File: src/rtl/uart_fifo_pkg.sv
package uart_fifo_pkg;

    typedef enum logic {
        MD_HOLD  = 1'b0,
        MD_QUEUE = 1'b1
    } fifo_mode_e;

    function automatic int unsigned trig_bytes(input logic [1:0] sel, input int unsigned depth);
        unique case (sel)
            2'd0:    return 1;
            2'd1:    return depth / 4;
            2'd2:    return depth / 2;
            default: return depth - 4;
        endcase
    endfunction

endpackage

File: src/rtl/uart_fifo_cfg.sv
module uart_fifo_cfg
    import uart_fifo_pkg::*;
(
    input  logic       clk,
    input  logic       rst_n,
    input  logic       we,
    input  logic [2:0] wdata,
    output logic       fifo_en,
    output logic       rx_clr,
    output logic       tx_clr
);

    fifo_mode_e state_q, state_d;
    logic       rx_clr_q, tx_clr_q;
    logic       accept;

    // Clear bits only count when the same write keeps bit 0 high.
    assign accept = we && wdata[0];

    always_comb begin
        state_d = state_q;
        unique case (state_q)
            MD_HOLD:  if (accept)            state_d = MD_QUEUE; // T_ENABLE
            MD_QUEUE: if (we && !wdata[0])   state_d = MD_HOLD;  // T_DISABLE
        endcase
    end

    always_ff @(posedge clk or negedge rst_n) begin
        if (!rst_n) begin
            state_q  <= MD_HOLD;
            rx_clr_q <= 1'b0;
            tx_clr_q <= 1'b0;
        end else begin
            state_q  <= state_d;
            rx_clr_q <= accept && wdata[1];
            tx_clr_q <= accept && wdata[2];
        end
    end

    always_comb begin
        fifo_en = (state_q == MD_QUEUE);
        rx_clr  = rx_clr_q;
        tx_clr  = tx_clr_q;
    end

endmodule

File: src/rtl/uart_byte_fifo.sv
module uart_byte_fifo #(
    parameter  int W     = 8,
    parameter  int DEPTH = 32,
    localparam int AW    = (DEPTH > 1) ? $clog2(DEPTH) : 1,
    localparam int LW    = $clog2(DEPTH + 1)
) (
    input  logic          clk,
    input  logic          rst_n,
    input  logic          flush,
    input  logic          one_deep,
    input  logic          push,
    input  logic [W-1:0]  wdata,
    input  logic          pop,
    output logic [W-1:0]  rdata,
    output logic          empty,
    output logic          full,
    output logic [LW-1:0] level
);

    logic [W-1:0]  mem [DEPTH];
    logic [AW-1:0] wr_ptr, rd_ptr;
    logic [LW-1:0] level_q, cap;
    logic          push_ok, pop_ok;

    function automatic logic [AW-1:0] bump(input logic [AW-1:0] p);
        return (p == AW'(DEPTH - 1)) ? '0 : p + AW'(1);
    endfunction

    assign cap     = one_deep ? LW'(1) : LW'(DEPTH);
    assign empty   = (level_q == '0);
    assign full    = (level_q >= cap);
    assign push_ok = push && !full && !flush;
    assign pop_ok  = pop && !empty && !flush;
    assign rdata   = mem[rd_ptr];
    assign level   = level_q;

    always_ff @(posedge clk) begin
        if (push_ok) mem[wr_ptr] <= wdata;
    end

    always_ff @(posedge clk or negedge rst_n) begin
        if (!rst_n) begin
            wr_ptr  <= '0;
            rd_ptr  <= '0;
            level_q <= '0;
        end else if (flush) begin
            wr_ptr  <= '0;
            rd_ptr  <= '0;
            level_q <= '0;
        end else begin
            if (push_ok) wr_ptr <= bump(wr_ptr);
            if (pop_ok)  rd_ptr <= bump(rd_ptr);
            unique case ({push_ok, pop_ok})
                2'b10:   level_q <= level_q + LW'(1);
                2'b01:   level_q <= level_q - LW'(1);
                default: level_q <= level_q;
            endcase
        end
    end

endmodule

File: src/rtl/uart_fifo_ctl.sv
module uart_fifo_ctl
    import uart_fifo_pkg::*;
#(
    parameter  int W     = 8,
    parameter  int DEPTH = 32,
    localparam int LW    = $clog2(DEPTH + 1)
) (
    input  logic          clk,
    input  logic          rst_n,
    input  logic          cfg_we,
    input  logic [2:0]    cfg_wdata,
    output logic [2:0]    cfg_rdata,
    output logic          fifo_en,
    input  logic          tx_push,
    input  logic [W-1:0]  tx_wdata,
    input  logic          tx_pop,
    output logic [W-1:0]  tx_rdata,
    output logic          tx_empty,
    output logic          tx_full,
    output logic [LW-1:0] tx_level,
    input  logic          rx_push,
    input  logic [W-1:0]  rx_wdata,
    input  logic          rx_pop,
    output logic [W-1:0]  rx_rdata,
    output logic          rx_empty,
    output logic          rx_full,
    output logic [LW-1:0] rx_level,
    input  logic [1:0]    rx_trig_sel,
    output logic          rx_trig_hit
);

    logic          en, rx_clr, tx_clr;
    logic [LW-1:0] trig_thr;

    uart_fifo_cfg i_cfg (
        .clk     (clk),
        .rst_n   (rst_n),
        .we      (cfg_we),
        .wdata   (cfg_wdata),
        .fifo_en (en),
        .rx_clr  (rx_clr),
        .tx_clr  (tx_clr)
    );

    uart_byte_fifo #(.W(W), .DEPTH(DEPTH)) i_tx_fifo (
        .clk      (clk),
        .rst_n    (rst_n),
        .flush    (tx_clr),
        .one_deep (!en),
        .push     (tx_push),
        .wdata    (tx_wdata),
        .pop      (tx_pop),
        .rdata    (tx_rdata),
        .empty    (tx_empty),
        .full     (tx_full),
        .level    (tx_level)
    );

    uart_byte_fifo #(.W(W), .DEPTH(DEPTH)) i_rx_fifo (
        .clk      (clk),
        .rst_n    (rst_n),
        .flush    (rx_clr),
        .one_deep (!en),
        .push     (rx_push),
        .wdata    (rx_wdata),
        .pop      (rx_pop),
        .rdata    (rx_rdata),
        .empty    (rx_empty),
        .full     (rx_full),
        .level    (rx_level)
    );

    assign trig_thr    = en ? LW'(trig_bytes(rx_trig_sel, DEPTH)) : LW'(1);
    assign rx_trig_hit = (rx_level >= trig_thr);
    assign fifo_en     = en;
    assign cfg_rdata   = {tx_clr, rx_clr, en};

endmodule

File: config.mk
export PLATFORM = sky130hd
export DESIGN_NAME = uart_fifo_ctl
export DESIGN_NICKNAME = d
export VERILOG_FILES = /design/src/rtl/uart_fifo_pkg.sv /design/src/rtl/uart_fifo_cfg.sv /design/src/rtl/uart_byte_fifo.sv /design/src/rtl/uart_fifo_ctl.sv
export SDC_FILE = /design/constraint.sdc
export NUM_CORES = 1
export LEC_CHECK = 0
export BUFFER_PORTS_ARGS = -buffer_cell sky130_fd_sc_hd__buf_4
export CORE_ASPECT_RATIO = 1.4
export CORE_MARGIN = 1.5
export CORE_UTILIZATION = 30
export CTS_CLUSTER_SIZE = 40
export DETAILED_ROUTE_END_ITERATION = 7
export SYNTH_ARGS = -nofsm -noshare
export SYNTH_HDL_FRONTEND = slang
export SYNTH_HIERARCHICAL = 1
export SYNTH_SLANG_ARGS = --single-unit
File: constraint.sdc
create_clock -name clk -period 5.3 [get_ports clk]
set_input_delay 0.265 -clock clk [delete_from_list [all_inputs] [get_ports clk]]
set_output_delay 0.265 -clock clk [all_outputs]
set_load 0.005 [all_outputs]
==> flow_summary.toml <==
[clock_tree]
cts_root_buffer = "clkbuf_16"
cts_buffers = 53
clock_sinks = 547
insertion_delay_ns = 0.63
tritoncts = "done"
ctsHtreeMaxLevel = 2
cts.repair.resized = 0
clockBufferDepth = 3
clk_pin_slew_ns = 0.06

[synthesis]
synth_edf_count = 512
syn_area_mm2 = 0.0222
ys_warn_count = 6
synth_seq_area_share = 0.731
synth_nets = 1133
synth.distinct_cells = 45
postSynthAreaPerCell_um2 = 20.7
async_flop_share = 0.0640
synth_seq_cells = 547
ys.flop_type = "edfxtp_1"
synth_cells = 1073

[timing]
fin_crit_sh = 0.788
slew_headroom = 0.278
max_freq_mhz = 239
worst_pin_slew_ns = 1.08
rsz0062_at_grt = "false"
setup_tns_ns = 0
hold_viol = 0
fin_skew_ns = 0.0391
setup_viol = 0
setup_ws_ns = 1.12
drv_slew = 0
whs_ns = 0.0433
period_minus_slack_ns = 4.18

[critical_path]
cp.arrival_ns = 4.66
crit_path_end_kind = "register"
crit_type = "reg2reg"
cp_max_fo = 12
worstPathRequired_ns = 5.78
crit_path_start_kind = "register"
rr_worst_depth = 12

[place]
post-dp-hpwl_um = 29700
gp_congestion = 0.752
dp_worst_setup_slack_ns = 1.15
place.port_buffers = 64

[die]
start_util = 0.304
ios = 65
row_count = 117
core_area_mm2 = 0.0730
die_x_um = 233
die_h_um = 325
dieArea_mm2 = 0.0758

[run]
drv_cap = 0

[global_routing]
grt_pass1_wl_um = 68700
track_usage = 0.120
grt_max_degree = 46
grt_pass1_vias = 11000
grt.overflow.total = 0
grt_antenna_before_repair = 1

[detailed_routing]
drt_iter0_drc = 719
routedWlPerCell_um = 21.1
dr.pass1.iters = 5
vias = 10300
ant_nets = 0
finalWirelength_um = 45200
drt-vias-per-instance = 4.80
route.detailed.drc = 0

[finish]
num_antenna_cells = 0
postLayoutCoreUtil = 0.349
final_layout_size_suffix_gt1_frac = 0.286
nets = 1211
area_growth_pct = 14.6

[hold_path]
whs_path_depth = 1
hold_path_class = "in2reg"

[pwr]
p_leak_nw = 8.05
ir_drop_mv = 0.260
power_density_mw_per_mm2 = 462

[run_status]
status = "finished, final reports clean"
## metal layers
layer / up-vias / global-route usage / wire [um]
li1: 4569 / - / -
met1: 5409 / 0.141 / 17800
met2: 239 / 0.217 / 24200
met3: 79 / 0.0235 / 2070
met4: 2 / 0.0380 / 1200
met5: - / 0 / 12
## worst paths after layout
kind / startpoint / endpoint / slack (ns)
max: register / i_rx_fifo/level[5]$_DFFE_PN0P_ / 1.12
max reg2reg: register / i_rx_fifo/level[5]$_DFFE_PN0P_ / 1.12
min: rx_wdata[7] / i_rx_fifo/mem[7][7]$_DFFE_PP_ / 0.04
max in group asynchronous: rst_n / i_rx_fifo/rd_ptr[0]$_DFFE_PN0P_ / 4.70
min reg2reg: i_tx_fifo/rd_ptr[4]$_DFFE_PN0P_ / i_tx_fifo/rd_ptr[4]$_DFFE_PN0P_ / 0.56
min in group asynchronous: rst_n / i_rx_fifo/level[0]$_DFFE_PN0P_ / 0.18
## power breakdown
| group | switching (W) | leakage [nW] | internal, W |
|---|---|---|---|
| combinational | 0.00121 | 2.17 | 0.00153 |
| sequential | 0.000439 | 5.05 | 0.00489 |
| clock | 0.00161 | 0.832 | 0.00209 |
## worst max-delay path, cell delays in order (launching register included)
cell       delay (ns)
dfrtp_1          0.50
inv_1            0.21
ha_1             0.34
or4bb_1          0.11
a2bb2oi_1        0.79
nor2b_1          0.25
nor2b_1          0.39
ha_1             0.33
a211oi_1         0.27
o21bai_1         0.11
a21oi_1          0.21
mux2i_1          0.22
mux2_1           0.33
## logic make-up (layout without fill, tap and decap cells)
logic type | after synthesis | count (layout) | synth area share
fa+ha+maj | 32 | 32 | 0.0187
simple gates | 172 | 172 | 0.0386
mux | 191 | 191 | 0.177
flops | 547 | 547 | 0.731
xor+xnor | 10 | 10 | 0.00461
buf+inv | 65 | 185 | 0.0142
compound gates | 56 | 56 | 0.0160
## registers in the layout (all words and copies together) (netlist names), named ones only
register	flops
i_rx_fifo/rd_ptr	5
i_rx_fifo/wr_ptr	5
i_rx_fifo/level	6
i_cfg/rx_clr	1
i_tx_fifo/mem	256
i_tx_fifo/wr_ptr	5
i_tx_fifo/level	6
i_cfg/tx_clr	1
i_tx_fifo/rd_ptr	5
i_rx_fifo/mem	256
## cell usage in the layout (no fill, tap or decap), drive strengths merged, types with 3 or more instances in the layout
cell and instances:
dfrtp 35, nand2 12, a21o 4, buf 73
bufinv 5, nand3 7, nor2b 8, edfxtp 512
or4 6, nand2b 4, dlygate4sd3 7, a211oi 4
nor3 6, or3b 4, a31oi 4, nor2 98
and3 8, ha 30, o21bai 3, mux2i 12
clkbuf 62, clkinv 27, o21ai 14, xnor2 8
or4b 4, a21oi 22, mux4 160, nor3b 4
nand3b 6, inv 9, mux2 19
## metrics by stage
stage	total power, W	area, um2	std cells
6_report	0.0118	25500	2145
5_1_grt	0.0123	25500	2145
4_1_cts	0.0119	25500	2145
3_5_place_dp	0.00821	23700	2041
3_3_place_gp	0.00816	23700	2041
2_1_floorplan	0.00722	22200	1073
## final cells by class
cell class | instances | area (um2)
Sequential cell | 547 | 16300
Timing Repair Buffer | 80 | 618
Clock buffer | 62 | 1360
Inverter | 8 | 30.0
Clock inverter | 35 | 355
Multi-Input combinational cell | 461 | 5670
Fill cell | 6728 | 47600
Tap cell | 952 | 1190
## timing repair
action / CTS / global route
hold buffers: 7 / 0
setup buffers: 0 / 0
endpoints found under the hold margin: 38 / 0
## synth_stat cells, drive strengths merged (3+ instances only)
cell type  number  share of area
edfxtp        512           0.69
mux4          160           0.16
nor2           98          0.017
dfrtp          35          0.039
ha             30          0.017
buf            29         0.0080
clkbuf         28         0.0048
a21oi          22         0.0050
mux2           19         0.0098
o21ai          14         0.0032
mux2i          12         0.0054
nand2          12         0.0020
and3            8         0.0024
inv             8         0.0014
nor2b           8         0.0023
xnor2           8         0.0032
nand3           7         0.0016
nand3b          6         0.0020
nor3            6         0.0014
or4             6         0.0024
a211oi          4         0.0014
a21o            4         0.0014
a31oi           4         0.0011
nand2b          4         0.0011
nor3b           4         0.0014
or3b            4         0.0016
or4b            4         0.0018
o21bai          3         0.0010
No activity file was read; power rests on OpenSTA's default activity.
